## config.mk

```make
export PLATFORM = sky130hd
export DESIGN_NAME = sigint_reg
export DESIGN_NICKNAME = d
export VERILOG_FILES = /design/src/rtl/sigint_pkg.sv /design/src/rtl/sigint_cell.sv /design/src/rtl/sigint_fail_mon.sv /design/src/rtl/sigint_lvl_enc.sv /design/src/rtl/sigint_reg.sv
export SDC_FILE = /design/constraint.sdc
export NUM_CORES = 1
export LEC_CHECK = 0
export ABC_AREA = 0
export BUFFER_PORTS_ARGS = -buffer_cell sky130_fd_sc_hd__clkbuf_2
export CAP_MARGIN = 20
export CORE_AREA = 2 2 39 41
export CTS_CLUSTER_SIZE = 12
export DETAILED_ROUTE_END_ITERATION = 10
export DIE_AREA = 0 0 41 43
export GPL_TIMING_DRIVEN = 0
export PLACE_DENSITY = 0.47
export SLEW_MARGIN = 30
export SYNTH_ARGS = -nofsm -noshare
export SYNTH_HDL_FRONTEND = slang
export SYNTH_SLANG_ARGS = --single-unit
```

## constraint.sdc

```tcl
create_clock -name clk -period 2.3 [get_ports clk]
set_clock_uncertainty 0.05 [all_clocks]
set_input_delay 0.115 -clock clk [delete_from_list [all_inputs] [get_ports clk]]
set_output_delay 0.115 -clock clk [all_outputs]
set_load 0.01 [all_outputs]
```

## src/rtl/sigint_pkg.sv

```systemverilog
package sigint_pkg;
    localparam int NUM_SIG = 2;
    localparam int REG_W   = 8;
    localparam int LVL_W   = 3;

    // Read-word bit positions
    localparam int LO_IDX   = 0;
    localparam int HI_IDX   = 1;
    localparam int FAIL_IDX = 2;

    typedef enum logic [LVL_W-1:0] {
        LVL_NONE = 3'd0,
        LVL_LOW  = 3'd1,
        LVL_HIGH = 3'd5
    } irq_lvl_e;

    typedef struct packed {
        logic fail;
        logic hi;
        logic lo;
    } sig_state_t;

    // Fixed interrupt level of each signal flag
    function automatic irq_lvl_e sig_level(input int idx);
        return (idx == HI_IDX) ? LVL_HIGH : LVL_LOW;
    endfunction

    // Highest-priority level among active requests
    function automatic irq_lvl_e pick_level(input logic [NUM_SIG-1:0] req);
        irq_lvl_e lvl;
        lvl = LVL_NONE;
        for (int i = 0; i < NUM_SIG; i++) begin
            if (req[i] && (sig_level(i) > lvl)) lvl = sig_level(i);
        end
        return lvl;
    endfunction
endpackage

```

## src/rtl/sigint_cell.sv

```systemverilog
module sigint_cell (
    input  logic clk,
    input  logic rst,
    input  logic set_i,
    input  logic clr_i,
    input  logic en_i,
    output logic flag_o,
    output logic req_o
);
    logic flag_q;

    always_ff @(posedge clk) begin
        if (rst)
            flag_q <= 1'b0;
        else if (set_i)
            flag_q <= 1'b1;   // set beats a concurrent clear
        else if (clr_i)
            flag_q <= 1'b0;
    end

    assign flag_o = flag_q;
    assign req_o  = flag_q & en_i;
endmodule

```

## src/rtl/sigint_fail_mon.sv

```systemverilog
module sigint_fail_mon (
    input  logic clk,
    input  logic rst,
    input  logic fail_req,
    input  logic wdog_to,
    input  logic line_n,
    output logic pull_o,
    output logic status_o
);
    logic status_q;

    assign pull_o = fail_req | wdog_to;

    always_ff @(posedge clk) begin
        if (rst) status_q <= 1'b0;
        else     status_q <= ~line_n;
    end

    assign status_o = status_q;
endmodule

```

## src/rtl/sigint_lvl_enc.sv

```systemverilog
module sigint_lvl_enc
    import sigint_pkg::*;
(
    input  logic [NUM_SIG-1:0] req_i,
    output logic [LVL_W-1:0]   level_o
);
    irq_lvl_e lvl;

    always_comb lvl = pick_level(req_i);

    assign level_o = lvl;
endmodule

```

## src/rtl/sigint_reg.sv

```systemverilog
module sigint_reg
    import sigint_pkg::*;
(
    input  logic               clk,
    input  logic               rst,
    input  logic               rmt_wr,
    input  logic [NUM_SIG-1:0] rmt_wdata,
    input  logic               loc_wr,
    input  logic [NUM_SIG-1:0] loc_wdata,
    input  logic [NUM_SIG-1:0] irq_en,
    input  logic               fail_req,
    input  logic               wdog_to,
    input  logic               bfail_line_n,
    output logic               bfail_pull,
    output logic               irq_lo,
    output logic               irq_hi,
    output logic [LVL_W-1:0]   irq_level,
    output logic [REG_W-1:0]   rd_data
);
    logic [NUM_SIG-1:0] flags;
    logic [NUM_SIG-1:0] reqs;
    logic               fail_stat;
    sig_state_t         st;

    for (genvar g = 0; g < NUM_SIG; g++) begin : g_sig
        sigint_cell u_cell (
            .clk    (clk),
            .rst    (rst),
            .set_i  (rmt_wr & rmt_wdata[g]),
            .clr_i  (loc_wr & loc_wdata[g]),
            .en_i   (irq_en[g]),
            .flag_o (flags[g]),
            .req_o  (reqs[g])
        );
    end

    sigint_fail_mon u_fail (
        .clk      (clk),
        .rst      (rst),
        .fail_req (fail_req),
        .wdog_to  (wdog_to),
        .line_n   (bfail_line_n),
        .pull_o   (bfail_pull),
        .status_o (fail_stat)
    );

    sigint_lvl_enc u_enc (
        .req_i   (reqs),
        .level_o (irq_level)
    );

    always_comb begin
        st.lo   = flags[LO_IDX];
        st.hi   = flags[HI_IDX];
        st.fail = fail_stat;
        rd_data = '0;
        rd_data[LO_IDX]   = st.lo;
        rd_data[HI_IDX]   = st.hi;
        rd_data[FAIL_IDX] = st.fail;
    end

    assign irq_lo = reqs[LO_IDX];
    assign irq_hi = reqs[HI_IDX];
endmodule

```

==> results of run 1 <==
[flip-flops by register name, summed over array words and instances, names as in the netlist]
signal,cells
g_sig.u_cell.flag_o,2
u_fail.status_o,1
[layout make-up]
type                    instances  area, um^2
fillers                       160        1000
repair buffers                 21         110
multi-input cells              17        91.3
plain buffers                  10        75.1
flip-flops and latches          3        60.1
clock buffers                   4        26.3
well taps                      16        20.0
[per-layer routing]
layer	up-vias	wire length, um	GRT usage, %	part of all wire (%)
met5	-	0	0	0
met4	0	0	4.00	0
met3	0	112	6.81	25
met2	23	155	6.88	34
met1	82	189	7.03	41
li1	121	-	-	-
[layout by cell type, fill, tap and decap left out]
cell type	count
clkbuf_2	20
buf_4	10
conb_1	6
clkbuf_4	3
dfxtp_1	3
nand2_1	2
a21bo_1	2
a21oi_1	2
and2_4	1
and2_1	1
or2_1	1
or2_2	1
nor2_1	1
clkbuf_1	1
dlygate4sd3_1	1
[repair_timing]
action                                  4_1_cts  5_1_grt
hold buffers                                  1        0
hold endpoints to repair                      1        0
endpoints found under the setup margin        0        0
[path summary, 6_finish.rpt]
kind                                          endpoint  cells after the start
worst min register to register  g_sig[1].u_cell.flag_o                      2
worst max-delay path                      irq_level[0]                      3
worst max register to register  g_sig[0].u_cell.flag_o                      2
worst min-delay path            g_sig[1].u_cell.flag_o                      2
[cell families after synthesis]
logic type / synth area share, %
AOI/OAI and AO/OA: 14.5
buffers and inverters: 36.1
DFF: 28.9
other: 1.81
and+or+nand+nor: 18.7
[power by group]
group	total (mW)	internal, mW	switching [mW]
clock	0.0938	0.0651	0.0287
sequential	0.0572	0.0555	0.00170
combinational	0.0476	0.0288	0.0187
==> flow_summary.json, run 1 <==
{
  "fin_crit_sh_pct": 51.6,
  "syn_to_final_growth_pct": 84.3,
  "timing.fmax_mhz": 843,
  "grt_pass1_wl_um": 690,
  "antenna_found_initial": 0,
  "tns_ns": 0,
  "setup_viol": 0,
  "path_delay_family": "simple AND/OR/NAND/NOR gates",
  "rr_startpoint": "g_sig[0].u_cell.flag_o",
  "yosys_warnings": 0,
  "layout.nets": 69,
  "hold_viol": 0,
  "die_area_um2": 1760,
  "crit_chain": "and2_1 > or2_1 > clkbuf_2",
  "cp_slowest_stage_delay_ns": 0.31,
  "drtIter0Drc": 0,
  "postLayoutCellArea_um2": 383,
  "status": "finished clean",
  "h-tree-depth": 1,
  "grtUsageTotal_pct": 6.31,
  "syn_inst": 25,
  "pre_cts_slack_ns": 1.36,
  "ys.flop_type": "dfxtp_1",
  "grt_pass1_vias": 178,
  "synthTopCellsByCount": "buf_4, dfxtp_1, a21bo_1, a21oi_1, nand2_1",
  "drv_cap": 0,
  "synth.most_common_cell": "buf_4",
  "cp_num_buf_inv": 1,
  "worst_skew_pair.late_latency_ns": 0.23,
  "async_flop_share_pct": 0,
  "antenna_cells": 0,
  "dr.pass1.iters": 1,
  "power_density_nw_per_um2": 519,
  "setup_ws_ns": 1.11,
  "cts.clk_slew.worst_paths_ns": 0.04,
  "worstHoldPathType": "input pin to register",
  "initial_core_util_pct": 15.0,
  "synth_edf_count": 0,
  "ir_drop_v": 0.000177,
  "placed_area_um2": 347,
  "ys_types": 11,
  "detail-route-antenna-nets": 0,
  "via_per_inst": 3.18,
  "layout.cells.non_filler": 71,
  "cts_buffer_depth": 2,
  "slowest_stage": "dfxtp_1",
  "leakage_nw": 0.235,
  "end_kind": "primary output",
  "die_w_um": 41,
  "power.total_uw": 199,
  "cts.repair.resized": 0,
  "fin_util_pct": 27.7,
  "path_class": "register to primary output",
  "globalplace.congestion": 0.586,
  "drc": 0,
  "cts.sink_count": 3,
  "drive_above_1_share_pct": 63.6,
  "synthTopCellsByArea": "buf_4, dfxtp_1, a21bo_1",
  "avgSynthCellArea_um2": 8.31,
  "rsz0062_at_grt": "no",
  "arrival_ns": 1.02,
  "drt-wirelength-per-cell_um": 6.44,
  "row_count": 14,
  "vias": 226,
  "die_y_um": 43,
  "netlist_area_um2": 208,
  "maxSlewViolCount": 0,
  "root_buffer": "clkbuf_4",
  "drt_wl_total_um": 457,
  "io_buffers": 20,
  "cts_buffers": 3,
  "whs_ns": 0.0193,
  "startpoint_type": "register",
  "core_um2": 1380,
  "worstPathRequired_ns": 2.13,
  "netlist.area_leader.share_pct": 36.1,
  "holdCritStartpoint": "rst",
  "grt_max_degree": 4,
  "ys_ff_latch": 3,
  "placed_cells": 66,
  "grt_remaining_overflow": 0,
  "critPathLaunch": "g_sig[1].u_cell.flag_o",
  "cts_tree": "yes",
  "r2r_slack_ns": 1.49,
  "synth_top_cell_by_area": "buf_4",
  "io_pins": 27,
  "cts_setup_buffers": 0,
  "worstPathMaxFanout": 3,
  "fin_crit_ns": 1.19,
  "synth-seq-area-share_pct": 28.9
}
No activity file was read; power rests on OpenSTA's default activity.
==> inputs of run 2 (changes only) <==
--- a/config.mk
+++ b/config.mk
@@ -5,7 +5,7 @@
 export SDC_FILE = /design/constraint.sdc
 export NUM_CORES = 1
 export LEC_CHECK = 0
-export ABC_AREA = 0
+export ABC_AREA = 1
 export BUFFER_PORTS_ARGS = -buffer_cell sky130_fd_sc_hd__clkbuf_2
 export CAP_MARGIN = 20
 export CORE_AREA = 2 2 39 41
==> constraint.sdc (replaced) <==
create_clock -name clk -period 1.16 [get_ports clk]
set_clock_uncertainty 0.05 [all_clocks]
set_input_delay 0.058 -clock clk [delete_from_list [all_inputs] [get_ports clk]]
set_output_delay 0.058 -clock clk [all_outputs]
set_load 0.01 [all_outputs]
==> flow_summary.json, run 2 <==
{
  "grt_max_degree": 4,
  "ys.flop_type": "dfxtp_1",
  "async_flop_share_pct": 0,
  "status": "finished clean",
  "drt-wirelength-per-cell_um": 6.01,
  "grt_pass1_vias": 216,
  "drc": 0,
  "power.total_uw": 392,
  "ir_drop_v": 0.000262,
  "row_count": 14,
  "worstPathRequired_ns": 1.05,
  "drtIter0Drc": 1,
  "hold_viol": 0,
  "yosys_warnings": 0,
  "vias": 246,
  "cts.sink_count": 3,
  "die_y_um": 43,
  "cts.repair.resized": 0,
  "h-tree-depth": 1,
  "fin_crit_sh_pct": 88.2,
  "timing.fmax_mhz": 978,
  "via_per_inst": 3.24,
  "die_w_um": 41,
  "path_class": "register to primary output",
  "setup_viol": 0,
  "io_buffers": 20,
  "root_buffer": "clkbuf_4",
  "leakage_nw": 0.252,
  "synth.most_common_cell": "buf_4",
  "ys_ff_latch": 3,
  "end_kind": "primary output",
  "maxSlewViolCount": 0,
  "core_um2": 1380,
  "drive_above_1_share_pct": 58.3,
  "detail-route-antenna-nets": 0,
  "dr.pass1.iters": 2,
  "io_pins": 27,
  "initial_core_util_pct": 15.0,
  "cts.clk_slew.worst_paths_ns": 0.04,
  "antenna_found_initial": 0,
  "largest_reg_flops": 2,
  "drt_wl_total_um": 457,
  "globalplace.congestion": 0.564,
  "antenna_cells": 0,
  "cts_buffer_depth": 2,
  "power_density_nw_per_um2": 998,
  "drv_cap": 0,
  "netlist.area_leader.share_pct": 36.1,
  "synth_edf_count": 0,
  "synth_top_cell_by_area": "buf_4",
  "startpoint_type": "register",
  "grt_remaining_overflow": 0,
  "avgSynthCellArea_um2": 7.16,
  "grtUsageTotal_pct": 7.32,
  "final_common_cell": "clkbuf_2",
  "synthTopCellsByCount": "buf_4, nand2_1, dfxtp_1",
  "arrival_ns": 0.91,
  "die_area_um2": 1760,
  "netlist_area_um2": 208,
  "worstHoldPathType": "input pin to register",
  "cts_tree": "yes",
  "ys_types": 8,
  "final_cell_mix": "clkbuf_2, buf_4, nand2_1",
  "fin_crit_ns": 1.02,
  "worst_skew_pair.late_latency_ns": 0.23,
  "synthTopCellsByArea": "buf_4, dfxtp_1, nand2_1",
  "rsz0062_at_grt": "no",
  "tns_ns": 0,
  "syn_to_final_growth_pct": 89.2,
  "layout.nets": 74,
  "synth-seq-area-share_pct": 28.9,
  "syn_inst": 29,
  "grt_pass1_wl_um": 759,
  "worstPathMaxFanout": 3,
  "cts_buffers": 3
}
[run 2: cell types whose count changed in the layout (fill, tap and decap cells not counted), sizes merged]
cell	before	now
a21bo	2	0
and2	2	0
dlygate4sd3	1	2
inv	0	2
nand2	2	9
or2	2	1
[run 2: what timing repair did]
| item | 4_1_cts | 5_1_grt |
|---|---|---|
| hold buffers | 2 | 0 |
| setup buffers | 0 | 0 |
| hold endpoints to repair | 3 | 0 |
[run 2: layout make-up]
cell class              count  area (um^2)
fillers                   176          991
clock buffers               4         26.3
multi-input cells          19         83.8
inverters                   2         7.51
flip-flops and latches      3         60.1
well taps                  16         20.0
plain buffers              10         75.1
repair buffers             22          120
[run 2: path summary, 6_finish.rpt]
kind,slack [ns],cells after the start,start,to
max,0.14,4,g_sig[1].u_cell.flag_o,irq_level[2]
min,0.02,3,rmt_wdata[1],g_sig[1].u_cell.flag_o
max reg2reg,0.53,2,g_sig[0].u_cell.flag_o,g_sig[0].u_cell.flag_o
min reg2reg,0.43,2,g_sig[1].u_cell.flag_o,g_sig[1].u_cell.flag_o
[run 2: cells by family after synthesis]
| logic type | synth area share (%) |
|---|---|
| compound gates | 8.44 |
| other cells | 1.81 |
| simple gates | 21.1 |
| buf+inv | 39.8 |
| flops | 28.9 |
[run 2: power by group]
group / total, mW / switching, mW / internal, mW
combinational: 0.0972 / 0.0409 / 0.0562
clock: 0.182 / 0.0527 / 0.129
sequential: 0.113 / 0.00336 / 0.110
total: 0.392 / 0.0970 / 0.295
[run 2: critical path, cell delays in order (launching register included)]
cell and delay [ns]:
dfxtp_1 0.33, nand2_1 0.07, inv_1 0.07, buf_4 0.10, clkbuf_2 0.11
[run 2: routing by layer]
metal / track usage [%] / up-vias / wire, um
li1: - / 133 / -
met1: 5.77 / 96 / 142
met2: 9.69 / 15 / 232
met3: 4.71 / 2 / 72
met4: 10.0 / 0 / 10
met5: 0 / - / 0
[run 2: per-stage QoR]
step	hold WS [ns]	cells	instance area, um^2	worst slack, ns	util, %
4_1_cts	0.0132	76	393	0.117	28.4
5_1_grt	0.0277	76	393	0.0342	28.4
2_1_floorplan	0.0704	34	226	0.437	-
6_report	0.0198	76	393	0.137	28.4
3_5_place_dp	0.172	70	347	0.372	25.0
3_3_place_gp	0.167	70	347	0.364	25.0
